**src/rtl/twin_op_pkg.sv**
```systemverilog
package twin_op_pkg;
  typedef enum logic {
    OP_ADD = 1'b0,
    OP_MUL = 1'b1
  } op_kind_e;
endpackage

```
**src/rtl/operand_bank.sv**
```systemverilog
module operand_bank #(
  parameter int W = 8
) (
  input  logic           clk,
  input  logic           rst,
  input  logic           en,
  input  logic [W-1:0]   x_in,
  input  logic [W-1:0]   y_in,
  output logic [2*W-1:0] pair_q
);
  always_ff @(posedge clk) begin
    if (rst)     pair_q <= '0;
    else if (en) pair_q <= {x_in, y_in};
  end
endmodule

```
**src/rtl/op_unit.sv**
```systemverilog
module op_unit
  import twin_op_pkg::*;
#(
  parameter int       W    = 8,
  parameter int       RW   = 8,
  parameter op_kind_e KIND = OP_ADD
) (
  input  logic [W-1:0]  x,
  input  logic [W-1:0]  y,
  output logic [RW-1:0] z
);
  localparam int PW = 2 * W;
  logic [PW-1:0] full;

  generate
    if (KIND == OP_MUL) begin : g_mul
      always_comb full = PW'(x) * PW'(y);
    end else begin : g_add
      always_comb full = PW'(x) + PW'(y);
    end
  endgenerate

  assign z = full[RW-1:0];
endmodule

```
**src/rtl/result_stage.sv**
```systemverilog
module result_stage #(
  parameter int RW = 8
) (
  input  logic          clk,
  input  logic          rst,
  input  logic          cap_i,
  input  logic          sel_i,
  input  logic [RW-1:0] sum_i,
  input  logic [RW-1:0] prod_i,
  output logic [RW-1:0] res_o,
  output logic          vld_o
);
  always_ff @(posedge clk) begin
    if (rst) begin
      res_o <= '0;
      vld_o <= 1'b0;
    end else begin
      vld_o <= cap_i;
      if (cap_i) res_o <= sel_i ? prod_i : sum_i;
    end
  end


  res_hold_chk: assert property (@(posedge clk) disable iff (rst)
    !cap_i |=> $stable(res_o));


  vld_follows_cap_chk: assert property (@(posedge clk) disable iff (rst)
    cap_i |=> vld_o);
endmodule

```
**src/rtl/twin_op_path.sv**
```systemverilog
module twin_op_path
  import twin_op_pkg::*;
#(
  parameter int W  = 8,
  parameter int RW = 8
) (
  input  logic           clk,
  input  logic           rst,
  input  logic           ld,
  input  logic           sel,
  input  logic [W-1:0]   a_in,
  input  logic [W-1:0]   b_in,
  input  logic [W-1:0]   c_in,
  input  logic [W-1:0]   d_in,
  output logic [2*W-1:0] pair0_q,
  output logic [2*W-1:0] pair1_q,
  output logic [RW-1:0]  res,
  output logic           res_vld
);
  localparam int NPAIR = 2;

  logic [2*W-1:0] pair_q [NPAIR];
  logic [RW-1:0]  unit_z [NPAIR];
  logic           cap_q;
  logic           sel_q;

  generate
    for (genvar i = 0; i < NPAIR; i++) begin : g_pair
      logic [W-1:0] xi, yi;
      if (i == 0) begin : g_ab
        assign xi = a_in;
        assign yi = b_in;
      end else begin : g_cd
        assign xi = c_in;
        assign yi = d_in;
      end

      operand_bank #(.W(W)) u_bank (
        .clk   (clk),
        .rst   (rst),
        .en    (ld && (sel == 1'(i))),
        .x_in  (xi),
        .y_in  (yi),
        .pair_q(pair_q[i])
      );

      op_unit #(.W(W), .RW(RW), .KIND(i == 0 ? OP_ADD : OP_MUL)) u_unit (
        .x(pair_q[i][2*W-1:W]),
        .y(pair_q[i][W-1:0]),
        .z(unit_z[i])
      );
    end
  endgenerate

  always_ff @(posedge clk) begin
    if (rst) begin
      cap_q <= 1'b0;
      sel_q <= 1'b0;
    end else begin
      cap_q <= ld;
      if (ld) sel_q <= sel;
    end
  end

  result_stage #(.RW(RW)) u_res (
    .clk   (clk),
    .rst   (rst),
    .cap_i (cap_q),
    .sel_i (sel_q),
    .sum_i (unit_z[0]),
    .prod_i(unit_z[1]),
    .res_o (res),
    .vld_o (res_vld)
  );

  assign pair0_q = pair_q[0];
  assign pair1_q = pair_q[1];


  mul_pair_frozen_chk: assert property (@(posedge clk) disable iff (rst)
    (ld && !sel) |=> $stable(pair1_q));


  add_pair_frozen_chk: assert property (@(posedge clk) disable iff (rst)
    (ld && sel) |=> $stable(pair0_q));


  idle_pairs_hold_chk: assert property (@(posedge clk) disable iff (rst)
    !ld |=> ($stable(pair0_q) && $stable(pair1_q)));


  add_capture_chk: assert property (@(posedge clk) disable iff (rst)
    (ld && !sel) |=> (pair0_q == {$past(a_in), $past(b_in)}));


  reset_clear_chk: assert property (@(posedge clk)
    rst |=> (res == '0 && !res_vld && pair0_q == '0 && pair1_q == '0));
endmodule

```
**config.mk**
```make
export PLATFORM = sky130hd
export DESIGN_NAME = twin_op_path
export DESIGN_NICKNAME = d
export VERILOG_FILES = /design/src/rtl/twin_op_pkg.sv /design/src/rtl/operand_bank.sv /design/src/rtl/op_unit.sv /design/src/rtl/result_stage.sv /design/src/rtl/twin_op_path.sv
export SDC_FILE = /design/constraint.sdc
export NUM_CORES = 1
export LEC_CHECK = 0
export BUFFER_PORTS_ARGS = -buffer_cell sky130_fd_sc_hd__buf_4
export CORE_ASPECT_RATIO = 1.75
export CORE_MARGIN = 2
export CORE_UTILIZATION = 45
export DETAILED_ROUTE_END_ITERATION = 8
export PLACE_DENSITY = 0.79
export SLEW_MARGIN = 15
export SYNTH_ARGS = -nofsm -noshare
export SYNTH_HDL_FRONTEND = slang
export SYNTH_SLANG_ARGS = --single-unit
```
**constraint.sdc**
```tcl
create_clock -name clk -period 6.5 [get_ports clk]
set_input_delay 0.975 -clock clk [delete_from_list [all_inputs] [get_ports clk]]
set_output_delay 0.975 -clock clk [all_outputs]
set_load 0.02 [all_outputs]
```
==> impl_summary.log <==
INFO  metric outcome = completed
INFO  metric track_usage = 20.5%
INFO  metric worstSetupEndpoint = u_res.res_o[7]$_SDFFE_PP0P_
INFO  metric drt_first_iter_violations = 103
INFO  metric grt_pass1_vias = 2389
INFO  metric finalWirelength = 6540 um
INFO  metric cell_area_after_technology_mapping = 2730 um^2
INFO  metric viasPerCell = 5.02
INFO  metric antenna_found_initial = 0
INFO  metric setup_crit_start_kind = flip-flop
INFO  metric placed_instance_area = 3330 um^2
INFO  metric synth.distinct_cells = 34
INFO  metric floorplan.die.height = 107 um
INFO  metric yosys.area.top_type = sky130_fd_sc_hd__dfxtp_1
INFO  metric count_of_antenna_diodes_in_the_layout = 0
INFO  metric final_util = 58.2%
INFO  metric worstReg2RegStart = g_pair[1].u_bank.pair_q[9]$_SDFFE_PP0P_
INFO  metric place.port_buffers = 76
INFO  metric yosys-top-cells-area = sky130_fd_sc_hd__dfxtp_1 (32%), sky130_fd_sc_hd__nand2_1 (12%), sky130_fd_sc_hd__ha_1 (11%)
INFO  metric route.vias.total = 2420
INFO  metric final-hold-violation-count = 0
INFO  metric cts_resized = 0
INFO  metric num-fill-cells = 554
INFO  metric maxCapViolCount = 0
INFO  metric place_worst_setup_slack = 2.33 ns
INFO  metric die_span_x = 62.9 um
INFO  metric layout_setup_ws = 2.32 ns
INFO  metric r2r_cells = 13
INFO  metric dpl_hpwl = 5120 um
INFO  metric numCtsBuffers = 5
INFO  metric layout.cells.non_filler = 482
INFO  metric crit_arrival = 4.41 ns
INFO  metric yosysWarningCount = 0
INFO  metric fin_crit = 4.18 ns
INFO  metric cts.repair_timing.setup_buffer_count = 0
INFO  metric maxSlewHeadroom = 31.9%
INFO  metric ioPinCount = 77
INFO  metric global_route.overflow_total = 0
INFO  metric postRouteAntennaNets = 0
INFO  metric multi_input_area = 1690 um^2
INFO  metric core_footprint = 5880 um^2
INFO  metric globalRoute.busiestLayer = met2
INFO  metric fp.dieArea = 6740 um^2
INFO  metric finalCritPeriodShare = 64.3%
INFO  metric timing.final.max_slew_violations = 0
INFO  metric clock_path_buffers = 2
INFO  metric finalInstanceArea = 3420 um^2
INFO  metric post-route-drc-count = 0
INFO  metric register_area = 861 um^2
INFO  metric post_synth_inst_count = 335
INFO  metric fin_nets = 475
INFO  metric cts_tree = built
INFO  metric pwr_density_cell = 167 nW/um^2
INFO  metric synth_area_per_cell = 8.16 um^2
INFO  metric timing.setup.critical_path_class = flip-flop to flip-flop
INFO  metric clk_root_buffer_cell = sky130_fd_sc_hd__clkbuf_8
INFO  metric layout-drive-gt1-share = 22.3%
INFO  metric skew_final = 0.00706 ns
INFO  metric path_clk_slew = 0.09 ns
INFO  metric ys_ff_latch = 43
INFO  metric drt-pass1-iter-count = 4
INFO  metric avgRoutedWirePerCell = 13.6 um
INFO  metric post-synth-top-area-fraction = 31.5%
INFO  metric worst_skew_pair_later_pin_latency = 0.30 ns
INFO  metric syn_to_final_growth = 25.1%
INFO  metric setup_viol = 0
INFO  metric grtUsageMet1 = 22.0%
INFO  metric grt_max_degree = 44
INFO  metric fin_setup_tns = 0 ns
INFO  metric portion_of_the_post_synthesis_area_used_by_sequential_elements = 31.5%
INFO  metric clock_sinks = 43
INFO  metric fin_worst_hold_slack = 0.481 ns
INFO  metric unrepaired_setup_endpoints_after_global_routing = false
INFO  metric cp-startpoint = g_pair[1].u_bank.pair_q[9]$_SDFFE_PP0P_
INFO  metric htreeDepth = 2
INFO  metric hold_class = flip-flop to flip-flop
INFO  metric critPathCaptureType = flip-flop
INFO  metric worst-slew-pin-transition = 1.02 ns
INFO  metric cts-hold-fix-buffers = 0
INFO  metric gp_congestion = 0.932
INFO  metric first_pass_grt_wire_length = 10900 um
INFO  metric largest_fanout_on_the_critical_path = 9
INFO  metric initial_utilization = 46.5%
INFO  metric dp_cells = 474
INFO  metric crit_required = 6.73 ns
INFO  metric reg2reg_slack = 2.32 ns
INFO  metric leakage_power_total = 1.62 nW
INFO  metric max_clock_freq = 239 MHz
INFO  metric timing.rr.end = u_res.res_o[7]$_SDFFE_PP0P_
INFO  metric postSynthNetCount = 407
INFO  metric min_delay_path_depth = 2
INFO  metric core.rowCount = 37
INFO  metric ir_drop = 0.125 mV
INFO  metric global_route.usage.met2 = 38.8%
INFO  metric post-layout-total-power = 570 uW
INFO  metric globalRouteMet3Util = 3.04%
==> how the worst min path moves through the flow <==
stage                                          endpoint                                      from  slack (ns)
3_3_place_gp                u_res.res_o[5]$_SDFFE_PP0P_               u_res.res_o[5]$_SDFFE_PP0P_        0.47
4_1_cts        g_pair[0].u_bank.pair_q[11]$_SDFFE_PP0P_  g_pair[0].u_bank.pair_q[11]$_SDFFE_PP0P_        0.48
3_5_place_dp                u_res.res_o[5]$_SDFFE_PP0P_               u_res.res_o[5]$_SDFFE_PP0P_        0.47
6_report                    u_res.res_o[5]$_SDFFE_PP0P_               u_res.res_o[5]$_SDFFE_PP0P_        0.48
5_1_grt         g_pair[1].u_bank.pair_q[6]$_SDFFE_PP0P_   g_pair[1].u_bank.pair_q[6]$_SDFFE_PP0P_        0.51
2_1_floorplan               u_res.res_o[0]$_SDFFE_PP0P_                          cap_q$_SDFF_PP0_        0.53
==> per-layer routing <==
layer / wire, um / vias up
met2: 3650 / 74
met3: 283 / 12
li1: - / 1216
met5: 0 / -
met4: 185 / 0
met1: 2420 / 1118
==> cells by family after synthesis <==
logic type / Yosys count / share of synthesized area, %
xor+xnor: 16 / 6.64
compound gates: 60 / 12.9
simple gates: 133 / 21.7
flops: 43 / 31.5
mux: 1 / 0.366
fa+ha+maj: 36 / 20.1
buf+inv: 46 / 6.82
==> report_power, final <==
part           switching [mW]  internal, mW
logic                  0.0528        0.0484
clock network           0.101        0.0749
registers              0.0167         0.276
==> final cells by class <==
| type | count | area share, % |
|---|---|---|
| Clock inverter | 3 | 0.585 |
| Clock buffer | 5 | 2.01 |
| Inverter | 31 | 3.40 |
| Sequential cell | 43 | 25.2 |
| Tap cell | 78 | 2.85 |
| Timing Repair Buffer | 76 | 16.7 |
| Multi-Input combinational cell | 246 | 49.3 |
==> synthesized netlist by cell type <==
library cell                count
sky130_fd_sc_hd__fa_1          13
sky130_fd_sc_hd__a21boi_0       1
sky130_fd_sc_hd__nand2b_1       5
sky130_fd_sc_hd__nor3_1         4
sky130_fd_sc_hd__xnor2_1       11
sky130_fd_sc_hd__o21a_1         3
sky130_fd_sc_hd__o211ai_1       1
sky130_fd_sc_hd__o2bb2ai_1      1
sky130_fd_sc_hd__xnor3_1        3
sky130_fd_sc_hd__a311oi_2       1
sky130_fd_sc_hd__or3b_2         1
sky130_fd_sc_hd__clkbuf_8       1
sky130_fd_sc_hd__a211oi_1       1
sky130_fd_sc_hd__or4b_1         1
sky130_fd_sc_hd__buf_4          1
sky130_fd_sc_hd__o21ai_1        1
sky130_fd_sc_hd__and2_2         4
sky130_fd_sc_hd__o311a_1        1
sky130_fd_sc_hd__and2_1        13
sky130_fd_sc_hd__clkbuf_1      13
sky130_fd_sc_hd__a311oi_1       3
sky130_fd_sc_hd__nand3_1        2
sky130_fd_sc_hd__a21oi_1       40
sky130_fd_sc_hd__nor2b_1        5
sky130_fd_sc_hd__nor2_1         9
sky130_fd_sc_hd__xor2_1         2
sky130_fd_sc_hd__inv_1         31
sky130_fd_sc_hd__o21ai_0        4
sky130_fd_sc_hd__dfxtp_1       43
sky130_fd_sc_hd__nor4_1         1
sky130_fd_sc_hd__nand2_1       88
sky130_fd_sc_hd__mux2i_1        1
sky130_fd_sc_hd__a21o_1         3
sky130_fd_sc_hd__ha_1          23
==> flip-flops by register name, indices dropped and copies added (netlist names) <==
register,count
cap_q,1
g_pair.u_bank.pair_q,32
sel_q,1
u_res.res_o,8
u_res.vld_o,1
==> worst max-delay path, cell delays in order (launching register included) <==
cell	delay (ns)
sky130_fd_sc_hd__dfxtp_1	0.49
sky130_fd_sc_hd__nand2_1	0.13
sky130_fd_sc_hd__fa_1	0.48
sky130_fd_sc_hd__fa_1	0.55
sky130_fd_sc_hd__inv_1	0.05
sky130_fd_sc_hd__fa_1	0.47
sky130_fd_sc_hd__inv_1	0.06
sky130_fd_sc_hd__fa_1	0.43
sky130_fd_sc_hd__xor2_1	0.20
sky130_fd_sc_hd__xnor3_1	0.35
sky130_fd_sc_hd__xnor3_1	0.37
sky130_fd_sc_hd__xnor3_1	0.21
sky130_fd_sc_hd__nand2_1	0.06
sky130_fd_sc_hd__a311oi_2	0.27
==> cells in the final DEF, fill, tap and decap left out, types with 2 or more instances in the layout <==
cell type,synthesis,routed
sky130_fd_sc_hd__xnor3_1,3,3
sky130_fd_sc_hd__and2_1,13,13
sky130_fd_sc_hd__nor3_1,4,4
sky130_fd_sc_hd__a21oi_1,40,40
sky130_fd_sc_hd__nand2_1,88,88
sky130_fd_sc_hd__nor2b_1,5,5
sky130_fd_sc_hd__dfxtp_1,43,43
sky130_fd_sc_hd__ha_1,23,23
sky130_fd_sc_hd__o21a_1,3,3
sky130_fd_sc_hd__fa_1,13,13
sky130_fd_sc_hd__xnor2_1,11,11
sky130_fd_sc_hd__xor2_1,2,2
sky130_fd_sc_hd__clkbuf_8,1,5
sky130_fd_sc_hd__clkinvlp_4,0,2
sky130_fd_sc_hd__buf_4,1,76
sky130_fd_sc_hd__a311oi_1,3,3
sky130_fd_sc_hd__nor2_1,9,9
sky130_fd_sc_hd__nand2b_1,5,5
sky130_fd_sc_hd__a21o_1,3,3
sky130_fd_sc_hd__and2_2,4,4
sky130_fd_sc_hd__inv_1,31,31
sky130_fd_sc_hd__nand3_1,2,2
sky130_fd_sc_hd__o21ai_0,4,4
Power figures use the tool's default switching activity.
